--- config.mk ---
export PLATFORM = sky130hd
export DESIGN_NAME = vram_share_arb
export DESIGN_NICKNAME = d
export VERILOG_FILES = /design/src/rtl/vram_arb_pkg.sv /design/src/rtl/vram_owner_sel.sv /design/src/rtl/vram_addr_mux.sv /design/src/rtl/vram_strobe_gate.sv /design/src/rtl/vram_share_arb.sv
export SDC_FILE = /design/constraint.sdc
export NUM_CORES = 1
export LEC_CHECK = 0
export BUFFER_PORTS_ARGS = -buffer_cell sky130_fd_sc_hd__buf_4
export CAP_MARGIN = 20
export CORE_AREA = 2 2 39 41
export DETAILED_ROUTE_END_ITERATION = 12
export DIE_AREA = 0 0 41 43
export SLEW_MARGIN = 20
export SYNTH_ARGS = -nofsm -noshare
export SYNTH_HDL_FRONTEND = slang
export SYNTH_HIERARCHICAL = 1
export SYNTH_SLANG_ARGS = --single-unit
--- constraint.sdc ---
create_clock -name vclk -period 1.4
set_clock_uncertainty 0.1 [all_clocks]
set_input_delay 0.21 -clock vclk [all_inputs]
set_output_delay 0.21 -clock vclk [all_outputs]
set_load 0.01 [all_outputs]
--- src/rtl/vram_arb_pkg.sv ---
package vram_arb_pkg;
    parameter int COL_BITS = 6;
    parameter int ROW_BITS = 4;
    localparam int ADDR_BITS = COL_BITS + ROW_BITS;

    typedef enum logic {
        OWN_REFRESH = 1'b0,
        OWN_CPU     = 1'b1
    } owner_e;
endpackage

--- src/rtl/vram_owner_sel.sv ---
module vram_owner_sel
    import vram_arb_pkg::*;
(
    input  logic   sel_n,
    output owner_e owner
);
    always_comb begin
        unique case (sel_n)
            1'b0:    owner = OWN_CPU;
            default: owner = OWN_REFRESH;
        endcase
    end
endmodule

--- src/rtl/vram_addr_mux.sv ---
module vram_addr_mux
    import vram_arb_pkg::*;
#(
    parameter int WIDTH = 10
) (
    input  owner_e           owner,
    input  logic [WIDTH-1:0] cpu_side,
    input  logic [WIDTH-1:0] ref_side,
    output logic [WIDTH-1:0] dout
);
    for (genvar b = 0; b < WIDTH; b++) begin : g_bit
        always_comb begin
            unique case (owner)
                OWN_CPU:     dout[b] = cpu_side[b];
                OWN_REFRESH: dout[b] = ref_side[b];
                default:     dout[b] = ref_side[b];
            endcase
        end
    end
endmodule

--- src/rtl/vram_strobe_gate.sv ---
module vram_strobe_gate
    import vram_arb_pkg::*;
(
    input  owner_e owner,
    input  logic   wr_in_n,
    input  logic   rd_in_n,
    input  logic   visible,
    output logic   we_out_n,
    output logic   buf_out_n,
    output logic   corrupt
);
    always_comb begin
        we_out_n  = 1'b1;
        buf_out_n = 1'b1;
        corrupt   = 1'b0;
        unique case (owner)
            OWN_CPU: begin
                we_out_n  = wr_in_n;
                buf_out_n = rd_in_n;
                corrupt   = visible;
            end
            OWN_REFRESH: begin
                we_out_n  = 1'b1;
                buf_out_n = 1'b1;
                corrupt   = 1'b0;
            end
            default: ;
        endcase
    end
endmodule

--- src/rtl/vram_share_arb.sv ---
module vram_share_arb
    import vram_arb_pkg::*;
#(
    parameter int COLW = COL_BITS,
    parameter int ROWW = ROW_BITS,
    localparam int AW  = COLW + ROWW
) (
    input  logic            cpu_sel_n,
    input  logic [AW-1:0]   cpu_addr,
    input  logic            cpu_wr_n,
    input  logic            cpu_rd_n,
    input  logic [COLW-1:0] ref_col,
    input  logic [ROWW-1:0] ref_row,
    input  logic            ref_visible,
    output logic [AW-1:0]   mem_addr,
    output logic            mem_we_n,
    output logic            rd_buf_en_n,
    output logic            refresh_corrupt
);
    owner_e        owner;
    logic [AW-1:0] ref_addr;

    assign ref_addr = {ref_row, ref_col};

    vram_owner_sel u_owner (
        .sel_n (cpu_sel_n),
        .owner (owner)
    );

    vram_addr_mux #(.WIDTH(AW)) u_mux (
        .owner    (owner),
        .cpu_side (cpu_addr),
        .ref_side (ref_addr),
        .dout     (mem_addr)
    );

    vram_strobe_gate u_gate (
        .owner     (owner),
        .wr_in_n   (cpu_wr_n),
        .rd_in_n   (cpu_rd_n),
        .visible   (ref_visible),
        .we_out_n  (mem_we_n),
        .buf_out_n (rd_buf_en_n),
        .corrupt   (refresh_corrupt)
    );

    always_comb begin
        if (owner == OWN_REFRESH) begin
            assert_refresh_addr_R1: assert (mem_addr[COLW-1:0] == ref_col && mem_addr[AW-1:COLW] == ref_row);
            assert_no_refresh_write_R3: assert (mem_we_n);
            assert_buffer_off_R4: assert (rd_buf_en_n);
        end else begin
            assert_cpu_addr_R2: assert (mem_addr == cpu_addr);
            assert_write_pass_R5: assert (mem_we_n == cpu_wr_n);
            assert_read_pass_R6: assert (rd_buf_en_n == cpu_rd_n);
        end
        assert_corrupt_flag_R7: assert (refresh_corrupt == ((owner == OWN_CPU) && ref_visible));
    end
endmodule

**Word-level counts from Yosys, hierarchy flattened**

Index checks and enable logic that the tools add are counted.

- Muxes and demuxes: 14

Operator list:

| kind | count |
|---|---|
| 1-bit case mux with 2 select lines | 13 |
| 1-bit 2-to-1 mux | 1 |

- Register bits: 0
- Input port bits: 24
- Output and inout bits: 13
- Logic and storage cells: 14

**Longest topological paths before layout**

Gate-level depths: netlist of the first run.

- Depth after elaboration: 2
- Mapped depth: 3
- Gate-level depth less buffers: 2

**Hierarchy**

Netlist of the first run, hierarchy kept.

By module, submodules not included:

| module | instances | cells an instance | area each (sq um) | seq. area each (sq um) |
|---|---|---|---|---|
| vram_addr_mux | 1 | 11 | 161.4 | 0.0 |
| vram_strobe_gate | 1 | 3 | 18.8 | 0.0 |
| vram_owner_sel | 1 | 1 | 3.8 | 0.0 |

**Least setup slack after synthesis of the first run**

No wires, ideal clock.

- Path type: input port to output port
- From: input cpu_sel_n
- To: output mem_addr[0]
- Arrival: 786 ps
- Required time: 1090 ps
- Slack: 304 ps
- Stages on the path: 3
- Path buffers: 1
- Cell sequence: inv_1 > buf_6 > mux2_4

- Cells in the longest elaborated chain, start to end: 2

Ends and longest elaborated chain:

| item | RTL line | RTL |
|---|---|---|
| from (decl) | vram_share_arb.sv:8 | `input logic cpu_sel_n,` |
| 1-bit 2-to-1 mux | vram_owner_sel.sv:8 | `unique case (sel_n)` |
| 1-bit case mux with 2 select lines * | vram_addr_mux.sv:13 | `unique case (owner)` |
| to (decl) | vram_share_arb.sv:15 | `output logic [AW-1:0] mem_addr,` |

Mark *: on every way between the ends. The rest lies on a longest branch, timed or not.

**Worst setup path after layout of the first run**

- From: input cpu_sel_n
- To: output mem_addr[8]

- Cells in the longest elaborated chain, start to end: 2

Ends and longest elaborated chain:

| item | RTL line | RTL |
|---|---|---|
| 1-bit 2-to-1 mux | vram_owner_sel.sv:8 |  |
| named net owner | vram_share_arb.sv:20 | `owner_e owner;` |
| 1-bit case mux with 2 select lines | vram_addr_mux.sv:13 |  |

The timed path passes the listed nets, and every way through them passes these cells.

==> results.py, run 1 <==
metrics = {
    "outcome": {
        "status": "finished, final reports clean",
    },
    "pwr": {
        "power_density_mw_per_mm2": 330,
        "p_leak_nw": 0.282,
        "power_uw": 160,
        "peakVddDrop_v": 0.0000849,
    },
    "grt": {
        "gr-total-overflow": 0,
        "grt_pass1_vias": 218,
        "grt_max_degree": 8,
        "antenna_found_initial": 0,
        "track_usage": 0.0619,
        "grt_pass1_wl_um": 800,
    },
    "detailed_routing": {
        "vias_per_cell": 3.87,
        "drtAntennaViolNets": 0,
        "drt_first_iter_violations": 0,
        "routedWlPerCell_um": 9.39,
        "drc_errors": 0,
        "wirelength_um": 648,
        "drtPass1Iterations": 1,
        "via_count": 267,
    },
    "worst_setup_path": {
        "worst_setup_path_end_kind": "primary output",
        "cp.required_ns": 1.09,
        "critical_path_class": "input port to primary output",
        "max_stage_delay_ns": 0.31,
        "worst-path-max-fanout": 7,
        "cpMaxStageDelayCell": "mux2_4",
        "crit_chain": "buf_4 -> inv_1 -> buf_4 -> mux2_4 -> buf_4",
        "cp.arrival_ns": 1.00,
        "cpMostUsedCell": "buf_4",
        "crit_path_start_kind": "input port",
    },
    "finish": {
        "most-common-layout-cells": "buf_4, mux2_4, nand2b_1, and2_1, inv_1",
        "antenna_cells": 0,
        "final_cell_area_um2": 485,
        "drive_gt1_frac": 0.925,
        "final_common_cell": "buf_4",
        "n_clock_buffer": 0,
        "seq_area_um2": 0,
        "flops_and_latches": 0,
        "areaGrowthSynthToFinish_pct": 164,
        "fin_nets": 79,
    },
    "yosys": {
        "syn_area_per_cell_um2": 12.3,
        "synth-simple-area-share": 0.102,
        "synth.cell_area_um2": 184,
        "ys_seq_area_frac": 0,
        "yosys.area_share.xor_xnor": 0,
        "synth_compound_area_frac": 0,
        "synthMuxAreaShare": 0.816,
        "synth_nets": 39,
        "synth_fa_ha_area_frac": 0,
        "yosys_warnings": 6,
        "synth_top_family_by_area": "multiplexers",
        "syn_inst": 15,
        "synthDistinctLibCells": 5,
    },
    "sta": {
        "fin_ws_ns": 0.0932,
        "slew_headroom": 0.919,
        "period_share": 0.933,
        "setup_viol": 0,
        "maxSlewViolCount": 0,
        "setup_tns_ns": 0,
        "hold_viol": 0,
        "tightest_slew_ns": 0.122,
        "timing.hold.ws_ns": 0.590,
        "rsz0062_at_grt": "no",
        "post-route-min-period_ns": 1.31,
        "max_freq_mhz": 765,
    },
    "placement": {
        "place.gp.congestion": 0.547,
        "preCtsSetupSlack_ns": 0.0844,
        "dpl-instance-area_um2": 485,
        "port_buffers": 37,
    },
    "die": {
        "ios": 37,
        "core_mm2": 0.00138,
        "initial_utilization": 0.133,
        "rows": 14,
        "die_y_um": 43,
        "die_x_um": 41,
        "die_area_mm2": 0.00176,
    },
    "min_path": {
        "min_path_type": "input port to primary output",
    },
    "flow_run": {
        "cap_violations": 0,
    },
    "cts": {
        "cts_hold_buf": 0,
        "post_cts_buffers": 0,
        "ctsResizeCount": 0,
    },
}
-- stage by stage --
stage          utilization  instances
4_1_cts              0.351         69
2_1_floorplan            -         15
5_1_grt              0.351         69
3_3_place_gp         0.351         69
3_5_place_dp         0.351         69
6_report             0.351         69
-- critical path: cells and delay by family --
kind,cells,cell delay (ns)
buffers and inverters,4,0.47
multiplexers,1,0.31
-- path summary, 6_finish.rpt --
kind,endpoint,from,cells past startpoint
max,mem_addr[8],cpu_sel_n,5
min,rd_buf_en_n,cpu_rd_n,3
-- routing by layer --
metal / GRT usage / part of all wire / up-vias
met4: 0 / 0 / 0
met1: 0.0506 / 0.28 / 116
li1: - / - / 129
met5: 0 / 0 / -
met2: 0.141 / 0.53 / 22
met3: 0.00524 / 0.18 / 0
-- cells by family after synthesis --
| kind of cell | Yosys count |
|---|---|
| muxes | 10 |
| buffers and inverters | 2 |
| and+or+nand+nor | 3 |
-- power breakdown --
group | total, mW | switching [mW] | internal, mW | leakage, nW
registers | 0 | 0 | 0 | 0
clock network | 0 | 0 | 0 | 0
logic | 0.160 | 0.0475 | 0.113 | 0.282
-- final cells by class --
type | count | area [µm²]
fillers | 146 | 898
inverters | 1 | 3.75
multi-input cells | 13 | 169
well taps | 16 | 20.0
repair buffers | 39 | 293
-- Yosys cell counts, drive strengths merged --
cell type	instances	area, µm²
and2	1	6.26
nand2b	2	12.5
inv	1	3.75
buf	1	11.3
mux2	10	150
No activity file was read; power rests on OpenSTA's default activity.
==> run 2: changes to the inputs <==
- SETUP_SLACK_MARGIN: not set -> 0.3
- SYNTH_HIERARCHICAL: 1 -> not set
==> results.py, run 2 <==
metrics = {
    "outcome": {
        "status": "finished, final reports clean",
    },
    "sta": {
        "post-route-min-period_ns": 1.08,
        "setup_viol": 0,
        "rsz0062_at_grt": "no",
        "period_share": 0.771,
        "tightest_slew_ns": 0.0799,
        "timing.hold.ws_ns": 0.581,
        "setup_tns_ns": 0,
        "slew_headroom": 0.947,
        "maxSlewViolCount": 0,
        "hold_viol": 0,
        "max_freq_mhz": 927,
    },
    "die": {
        "die_area_mm2": 0.00176,
        "die_y_um": 43,
        "rows": 14,
        "core_mm2": 0.00138,
        "die_x_um": 41,
        "ios": 37,
        "initial_utilization": 0.122,
    },
    "finish": {
        "fin_nets": 77,
        "most-common-layout-cells": "buf_4, mux2_4, or2_1",
        "seq_area_um2": 0,
        "final_common_cell": "buf_4",
        "n_clock_buffer": 0,
        "drive_gt1_frac": 0.941,
        "areaGrowthSynthToFinish_pct": 199,
        "final_util": 0.364,
        "antenna_cells": 0,
        "flops_and_latches": 0,
    },
    "worst_setup_path": {
        "worst-path-max-fanout": 6,
        "crit_path_start_kind": "input port",
        "critical_path_class": "input port to primary output",
        "worst_setup_path_end_kind": "primary output",
        "cp.arrival_ns": 0.77,
        "cp.required_ns": 1.09,
    },
    "yosys": {
        "syn_inst": 14,
        "synth_most_common_cell": "mux2_4",
        "synth_top_area_share": 0.622,
        "syn_area_per_cell_um2": 12.1,
        "synth_nets": 38,
        "ys_seq_area_frac": 0,
        "yosys_warnings": 0,
        "netlist_top_cells_count": "mux2_4, mux2_2, or2_1, buf_6, nor2b_1",
        "ys_top_cells_by_area": "mux2_4, mux2_2, or2_1",
        "synth_area_leader_cell": "mux2_4",
        "synth.cell_area_um2": 169,
        "synthDistinctLibCells": 5,
    },
    "min_path": {
        "min_path_type": "input port to primary output",
    },
    "detailed_routing": {
        "vias_per_cell": 3.90,
        "wirelength_um": 669,
        "drtPass1Iterations": 1,
        "drt_first_iter_violations": 0,
        "drc_errors": 0,
        "routedWlPerCell_um": 9.99,
        "via_count": 261,
        "drtAntennaViolNets": 0,
    },
    "cts": {
        "cts_hold_buf": 0,
        "post_cts_buffers": 0,
    },
    "grt": {
        "grt_pass1_vias": 232,
        "gr-total-overflow": 0,
        "track_usage": 0.0649,
        "grt_max_degree": 14,
        "antenna_found_initial": 0,
        "grt_pass1_wl_um": 855,
    },
    "pwr": {
        "p_leak_nw": 0.282,
        "power_density_mw_per_mm2": 328,
        "power_uw": 165,
        "peakVddDrop_v": 0.000114,
    },
    "placement": {
        "port_buffers": 37,
        "place.gp.congestion": 0.592,
    },
    "flow_run": {
        "cap_violations": 0,
    },
}
## run 2: changes by cell type after synthesis, sizes merged
cell / delta
and2: -1
inv: -1
or2: +2
nor2b: +1
nand2b: -2
## run 2: metrics by stage
stage                     setup WS [ns]  std cells  cell area (µm²)
after CTS                         0.276         66              468
final                             0.321         67              504
after global routing              0.306         67              504
after global placement            0.182         66              455
after floorplan                   0.438         14              169
after detailed placement          0.163         66              455
## run 2: cells by family after synthesis
group / Yosys count / share of synthesized area
buf+inv: 1 / 0.0667
mux: 10 / 0.822
simple gates: 3 / 0.111
## run 2: what timing repair did
action                     4_1_cts  5_1_grt
gates resized for setup          3        3
setup endpoints to repair       10        7
gates cloned                     0        1
## run 2: routing by layer
metal	global-route usage	part of all wire
met1	0.0506	0.26
met2	0.150	0.52
met3	0.00524	0.22
met4	0	0
met5	0	0
## run 2: where the power goes
part	switching (mW)	leakage, nW	internal (mW)	total, mW
Sequential	0	0	0	0
Clock	0	0	0	0
Combinational	0.0464	0.282	0.119	0.165
Total	0.0464	0.282	0.119	0.165
## run 2: path summary, 6_finish.rpt
path                  slack (ns)  cells after the start           to       from
worst max-delay path        0.32                      3  mem_addr[7]  cpu_sel_n
worst min-delay path        0.58                      3  rd_buf_en_n   cpu_rd_n
## run 2: final cells by class
class	instances	area, µm²
fillers	147	880
multi-input cells	13	169
well taps	16	20.0
repair buffers	38	315
## run 2: critical path, stage by stage
cell	delay [ns]
clkbuf_16	0.13
mux2_4	0.29
buf_4	0.14
